`src/rtl/usb_tx_pkg.sv`:
```
package usb_tx_pkg;

    typedef enum logic [2:0] {
        ST_IDLE,
        ST_PREP,
        ST_ACQ,
        ST_TX,
        ST_EOP0,
        ST_EOPJ
    } tx_state_e;

    typedef struct packed {
        logic dp;
        logic dm;
    } line_t;

    localparam line_t LINE_J   = '{dp: 1'b0, dm: 1'b1};
    localparam line_t LINE_SE0 = '{dp: 1'b0, dm: 1'b0};

    localparam logic [7:0] SYNC_BYTE = 8'h80;
    localparam logic [7:0] PID_ACK   = 8'hD2;
    localparam logic [7:0] PID_NAK   = 8'h5A;

endpackage

```
`src/rtl/usb_tx_clkdiv.sv`:
```
module usb_tx_clkdiv #(
    parameter int MAX_CNT = 22,
    localparam int CW = $clog2(MAX_CNT + 1)
) (
    input  logic          clk,
    input  logic          rst_n,
    input  logic          restart,
    output logic [CW-1:0] cnt
);

    logic [CW-1:0] cnt_d, cnt_q;

    always_comb begin
        cnt_d = restart ? '0 : cnt_q + 1'b1;
    end

    always_ff @(posedge clk) begin
        if (!rst_n) cnt_q <= '0;
        else        cnt_q <= cnt_d;
    end

    assign cnt = cnt_q;

endmodule

```
`src/rtl/usb_tx_stuffer.sv`:
```
module usb_tx_stuffer
    import usb_tx_pkg::*;
#(
    parameter int RUN    = 6,
    parameter int ONES_W = $clog2(RUN + 1)
) (
    input  line_t             cur,
    input  logic [ONES_W-1:0] ones,
    input  logic              bit_val,
    output logic              stuff,
    output line_t             nxt,
    output logic [ONES_W-1:0] ones_nxt
);

    line_t flipped;

    always_comb begin
        flipped  = '{dp: ~cur.dp, dm: ~cur.dm};
        stuff    = (ones == ONES_W'(RUN));
        if (stuff || !bit_val) begin
            nxt      = flipped;
            ones_nxt = '0;
        end else begin
            nxt      = cur;
            ones_nxt = ones + 1'b1;
        end
    end

endmodule

```
`src/rtl/usb_ls_tx.sv`:
```
module usb_ls_tx
    import usb_tx_pkg::*;
#(
    parameter int BIT_CLKS  = 11,
    parameter int EOP_CLKS  = 22,
    parameter int MAX_BYTES = 12,
    parameter int STUFF_RUN = 6,
    localparam int CNT_W    = $clog2(MAX_BYTES + 1)
) (
    input  logic             clk,
    input  logic             rst_n,
    input  logic             start,
    input  logic             hs_req,
    input  logic             hs_nak,
    input  logic [CNT_W-1:0] byte_count,
    input  logic             data_valid,
    input  logic [7:0]       data_in,
    output logic             data_ready,
    input  logic [6:0]       new_addr,
    output logic [7:0]       dev_addr,
    output logic             dp,
    output logic             dm,
    output logic             oe,
    output logic             busy,
    output logic             done,
    output logic             underrun
);

    localparam int DIV_MAX = (BIT_CLKS > EOP_CLKS) ? BIT_CLKS : EOP_CLKS;
    localparam int DIV_W   = $clog2(DIV_MAX + 1);
    localparam int ONES_W  = $clog2(STUFF_RUN + 1);

    typedef struct packed {
        tx_state_e         st;
        line_t             line;
        logic              oe;
        logic [7:0]        sh;
        logic [3:0]        bidx;
        logic [ONES_W-1:0] ones;
        logic [CNT_W-1:0]  bytes_left;
        logic [CNT_W-1:0]  fetch_left;
        logic [7:0]        nxt;
        logic              nxt_full;
        logic              is_hs;
        logic              underrun;
        logic              done;
        logic [7:0]        addr;
    } regs_t;

    regs_t r_q, r_d;

    logic [DIV_W-1:0]  div_cnt;
    logic              restart;
    logic              bnd;
    logic              need_load;
    logic [7:0]        eff;
    logic              stuff;
    line_t             st_line;
    logic [ONES_W-1:0] st_ones;
    logic [CNT_W-1:0]  cnt_c;

    function automatic logic [CNT_W-1:0] clamp_count(input logic [CNT_W-1:0] c);
        if (c < CNT_W'(2))              return CNT_W'(2);
        else if (c > CNT_W'(MAX_BYTES)) return CNT_W'(MAX_BYTES);
        else                            return c;
    endfunction

    usb_tx_clkdiv #(.MAX_CNT(DIV_MAX)) u_div (
        .clk     (clk),
        .rst_n   (rst_n),
        .restart (restart),
        .cnt     (div_cnt)
    );

    usb_tx_stuffer #(.RUN(STUFF_RUN), .ONES_W(ONES_W)) u_stuff (
        .cur      (r_q.line),
        .ones     (r_q.ones),
        .bit_val  (eff[0]),
        .stuff    (stuff),
        .nxt      (st_line),
        .ones_nxt (st_ones)
    );

    assign data_ready = (r_q.st == ST_PREP || r_q.st == ST_ACQ || r_q.st == ST_TX)
                        && !r_q.nxt_full && (r_q.fetch_left != '0);

    always_comb begin
        r_d       = r_q;
        r_d.done  = 1'b0;
        bnd       = (r_q.st == ST_ACQ) ||
                    (r_q.st == ST_TX && div_cnt == DIV_W'(BIT_CLKS - 1));
        need_load = (r_q.bidx == 4'd8);
        eff       = need_load ? r_q.nxt : r_q.sh;
        cnt_c     = clamp_count(byte_count);

        case (r_q.st)
            ST_IDLE: begin
                if (start) begin
                    r_d.st         = ST_PREP;
                    r_d.line       = LINE_J;
                    r_d.is_hs      = hs_req;
                    r_d.sh         = SYNC_BYTE;
                    r_d.bidx       = '0;
                    r_d.ones       = '0;
                    r_d.underrun   = 1'b0;
                    r_d.bytes_left = hs_req ? CNT_W'(1) : cnt_c - 1'b1;
                    r_d.fetch_left = hs_req ? '0 : cnt_c - 1'b1;
                    r_d.nxt        = hs_req ? (hs_nak ? PID_NAK : PID_ACK) : 8'h00;
                    r_d.nxt_full   = hs_req;
                end
            end
            ST_PREP: begin
                r_d.st = ST_ACQ;
                r_d.oe = 1'b1;
            end
            ST_ACQ, ST_TX: begin
                if (bnd) begin
                    if (stuff) begin
                        r_d.st   = ST_TX;
                        r_d.line = st_line;
                        r_d.ones = st_ones;
                    end else if (need_load && (r_q.bytes_left == '0 || !r_q.nxt_full)) begin
                        r_d.st       = ST_EOP0;
                        r_d.line     = LINE_SE0;
                        r_d.underrun = (r_q.bytes_left != '0);
                    end else begin
                        r_d.st   = ST_TX;
                        r_d.line = st_line;
                        r_d.ones = st_ones;
                        r_d.sh   = {1'b0, eff[7:1]};
                        r_d.bidx = need_load ? 4'd1 : r_q.bidx + 4'd1;
                        if (need_load) begin
                            r_d.bytes_left = r_q.bytes_left - 1'b1;
                            r_d.nxt_full   = 1'b0;
                        end
                    end
                end
            end
            ST_EOP0: begin
                if (div_cnt == DIV_W'(EOP_CLKS - 1)) begin
                    r_d.st   = ST_EOPJ;
                    r_d.line = LINE_J;
                end
            end
            ST_EOPJ: begin
                if (div_cnt == DIV_W'(BIT_CLKS - 1)) begin
                    r_d.st   = ST_IDLE;
                    r_d.oe   = 1'b0;
                    r_d.line = LINE_SE0;
                    r_d.done = 1'b1;
                    if (!r_q.is_hs && !r_q.underrun) r_d.addr = {new_addr, 1'b0};
                end
            end
            default: r_d = r_q;
        endcase

        if (data_ready && data_valid) begin
            r_d.nxt        = data_in;
            r_d.nxt_full   = 1'b1;
            r_d.fetch_left = r_q.fetch_left - 1'b1;
        end

        restart = bnd || (r_d.st != r_q.st);
    end

    always_ff @(posedge clk) begin
        if (!rst_n) r_q <= '0;
        else        r_q <= r_d;
    end

    assign dp       = r_q.line.dp;
    assign dm       = r_q.line.dm;
    assign oe       = r_q.oe;
    assign busy     = r_q.oe;
    assign done     = r_q.done;
    assign underrun = r_q.underrun;
    assign dev_addr = r_q.addr;

endmodule

```
`config.mk`:
```
export PLATFORM = sky130hd
export DESIGN_NAME = usb_ls_tx
export DESIGN_NICKNAME = d
export VERILOG_FILES = /design/src/rtl/usb_tx_pkg.sv /design/src/rtl/usb_tx_clkdiv.sv /design/src/rtl/usb_tx_stuffer.sv /design/src/rtl/usb_ls_tx.sv
export SDC_FILE = /design/constraint.sdc
export NUM_CORES = 1
export LEC_CHECK = 0
export ABC_AREA = 1
export BUFFER_PORTS_ARGS = -buffer_cell sky130_fd_sc_hd__buf_2
export CAP_MARGIN = 25
export CORE_MARGIN = 2
export CORE_UTILIZATION = 58
export DETAILED_ROUTE_END_ITERATION = 10
export GPL_TIMING_DRIVEN = 0
export PLACE_DENSITY = 0.79
export SYNTH_ARGS = -nofsm -noshare
export SYNTH_HDL_FRONTEND = slang
export SYNTH_HIERARCHICAL = 1
export SYNTH_SLANG_ARGS = --single-unit
export TNS_END_PERCENT = 1
```
`constraint.sdc`:
```
create_clock -name clk -period 2.3 [get_ports clk]
set_clock_uncertainty 0.1 [all_clocks]
set_input_delay 0.345 -clock clk [delete_from_list [all_inputs] [get_ports clk]]
set_output_delay 0.345 -clock clk [all_outputs]
set_load 0.01 [all_outputs]
```
==> metrics.txt <==
Yosys warning count=6; setup TNS=0 ns; PortBufs=37; pwr dens=762 nW/um^2; Switching Fraction=34.0%; CTS Buf Count=5; Crit-path slowest cell=dfxtp_2; Final Max Tran Viols=0; Max Cap Viol=0; final RePlAce weighted congestion=0.858; Netlist cell types=38; Synth area leader=dfxtp_1; routed wire length=6530 um; hold_sp=data_in[0]; ANT cells=0; Pleak=1.73 nW; Slew @ Worst Pin=0.584 ns; critical path startpoint category=flop; Max Fclk=483 MHz; sequential share of power=42.0%; Tot GR Track Use=23.1%; Most Used Layer, Global Route=met2; Setup Viol. Count Final=0; Avg WL per Cell=11.3 um; met2 usage=41.1%; CP peak stage delay=0.36 ns; Die ar.=5910 um^2; Peak VDD IR=0.412 mV; clock sinks=53; Die H=76.9 um; FF+latch count, synth=53; final hold vios=0; vias in the first global route=2,577; drc violations=0; arrival time of the worst setup path=2.19 ns; Comb power frac=29.7%; Area after DPL=3350 um^2; total gr overflow=0; CTS tree=built; DR vias=2,904; commonest non-fill, non-tap cells in the layout=nand2_1, nor2_1, dfxtp_1; Slew headroom=61.0%; Most common cell on crit path=nand2_1; post-synth net total=494; antenna violations before repair=0; core area=5110 um^2; final-stage net count=538; hpwl dp=4930 um; initial core utilization=60.3%; Synth top area share=34.5%; M3 GR Usage=3.53%; die width=76.9 um; M1 GR Usage=28.4%; P_int=1.77 mW; critical path startpoint=r_q[31]$_SDFFE_PN0P_; fill count=455; CP top delay family=simple AND/OR/NAND/NOR gates; site row count=26; mean number of vias per cell=5.04; CP Class=flop to flop; CTS Root Buffer Type=clkbuf_8; Tightest Hold Check Type=primary input to flop; RR Startpoint=r_q[31]$_SDFFE_PN0P_; Syn Area/Cell=6.68 um^2; Netlist Area Pre-Place=3080 um^2; worst path bufs/invs=5; Reg clk slew, reported paths=0.10 ns; P_sw=909 uW; post-CTS setup buffers=0; global-route wire length before repair=11,200 um; DR iter-0 viols=184; num ports=40; post-synthesis cell count=461; crit-path cells=inv_1 -> ha_2 -> nand3_4 -> buf_6 -> nor2_2 -> nand2_2 -> nand2_2 -> nand2_1 -> inv_2 -> nand2_1 -> nand2_1 -> nand2_1 -> nand3_1 -> inv_1 -> nand2_2 -> inv_1 -> nand2_1 -> nor2_1; dominant cells by area after synthesis=dfxtp_1, nand2_1, nor2_1, inv_1, nand3_1; Crit Path Max Fanout=10; largest net degree at the start of global routing=18; Area Overhead vs Synth=14.1%; # H-tree levels=2; clock power share=28.3%; setup slack, reg-to-reg=0.23 ns; Pwr Total=2.68 mW; Clock Latency Late Sink=0.31 ns; fin area=3510 um^2; clk buf depth=2; Req. time, crit path=2.42 ns; share of cells above drive strength 1=21.5%; CP Capture Type=flop; DRT Pass-1 Iters=4; status=complete, no violations; fin crit period=2.07 ns; RSZ-0062 raised after global routing=no; final worst-path cycle share=90.0%; Routed Antenna Nets=0; final core occ=68.8%; Seq/Total Area, Yosys=34.5%; most common cell after layout, fill and taps aside=nand2_1
## state kept, by name, indices dropped and copies added, names as in the netlist
register	cells
r_q	36
dev_addr	7
u_div/cnt	5
busy	1
dm	1
done	1
dp	1
underrun	1
## per-stage QoR
step	hold WS, ns	setup WS (ns)	instances
after floorplan	0.339	0.327	461
after global placement	0.348	0.132	568
after detailed placement	0.352	0.0721	568
after CTS	0.165	0.0402	576
after global routing	0.169	0.0165	576
final	0.168	0.229	576
## worst register-to-register path, delay by kind of cell (launching register included)
family,cells,cell delay (ns)
AND/OR/NAND/NOR,12,0.92
buffers and inverters,5,0.40
flip-flops,1,0.36
adder cells (fa/ha/maj),1,0.20
## cell usage after synthesis
master and n:
nand2_1 112, nor2_1 73, dfxtp_1 53, inv_1 50
nand3_1 34, a21oi_1 29, buf_4 12, o21ai_0 12
inv_2 10, ha_1 8, a211oi_2 7, o21ai_1 7
nand3_2 6, nor2_2 6, nand2_2 5, buf_6 4
nor3_1 4, clkbuf_1 3, a21oi_2 2, and2_1 2
buf_1 2, nand3b_1 2, nor2_4 2, xor2_1 2
a22oi_1 1, and3_1 1, buf_2 1, conb_1 1
nand2_4 1, nand4_1 1, nor2_8 1, nor3_2 1
nor3b_1 1, o21a_1 1, o22ai_1 1, or2_1 1
or2_2 1, xnor2_1 1
## metal layers
metal  wire, um  share of wire [%]  vias to the layer above
met2       3200                 49                       66
met3        309                4.7                       11
met5          0                  0                        -
met1       2910                 45                     1302
met4        112                1.7                        0
li1           -                  -                     1525
## layout make-up
| class | instances | area [um^2] | share of cell area, % |
|---|---|---|---|
| multi-input combinational | 326 | 1650 | 47.0 |
| sequential | 53 | 1060 | 30.2 |
| inverter | 60 | 225 | 6.41 |
| timing repair buffer | 37 | 185 | 5.27 |
| buffer | 22 | 163 | 4.63 |
| tap | 70 | 87.6 | 2.49 |
| clock buffer | 5 | 68.8 | 1.96 |
| clock inverter | 3 | 68.8 | 1.96 |
## worst paths after layout
check	endpoint	cells past startpoint
setup reg to reg	u_div/cnt[3]$_SDFF_PP0_	18
hold / removal	r_q[12]$_SDFFE_PN0P_	3
hold reg to reg	underrun$_SDFFE_PN0P_	2
setup / recovery	u_div/cnt[3]$_SDFF_PP0_	18
## cell families (layout without fill, tap and decap cells)
group	Yosys count	count (layout)	synth area share, %
AND/OR/NAND/NOR	254	254	36.9
buffers and inverters	82	127	12.5
AO/OA/AOI/OAI	60	60	11.9
flip-flops	53	53	34.5
adder cells (fa/ha/maj)	8	8	3.25
XOR/XNOR	3	3	0.853
other	1	1	0.122
## power by group through the flow
stage | clock [mW] | sequential (mW) | combinational, mW
CTS | 0.775 | 1.12 | 0.791
global route | 0.814 | 1.14 | 0.913
global placement | 0 | 1.14 | 0.765
detailed placement | 0 | 1.14 | 0.784
floorplan | 0 | 1.13 | 0.601
finish | 0.757 | 1.12 | 0.796
## what timing repair did
item	4_1_cts	5_1_grt
hold buffers	0	0
setup endpoints to repair	0	5
resized for setup	0	7
Power figures use the tool's default switching activity.
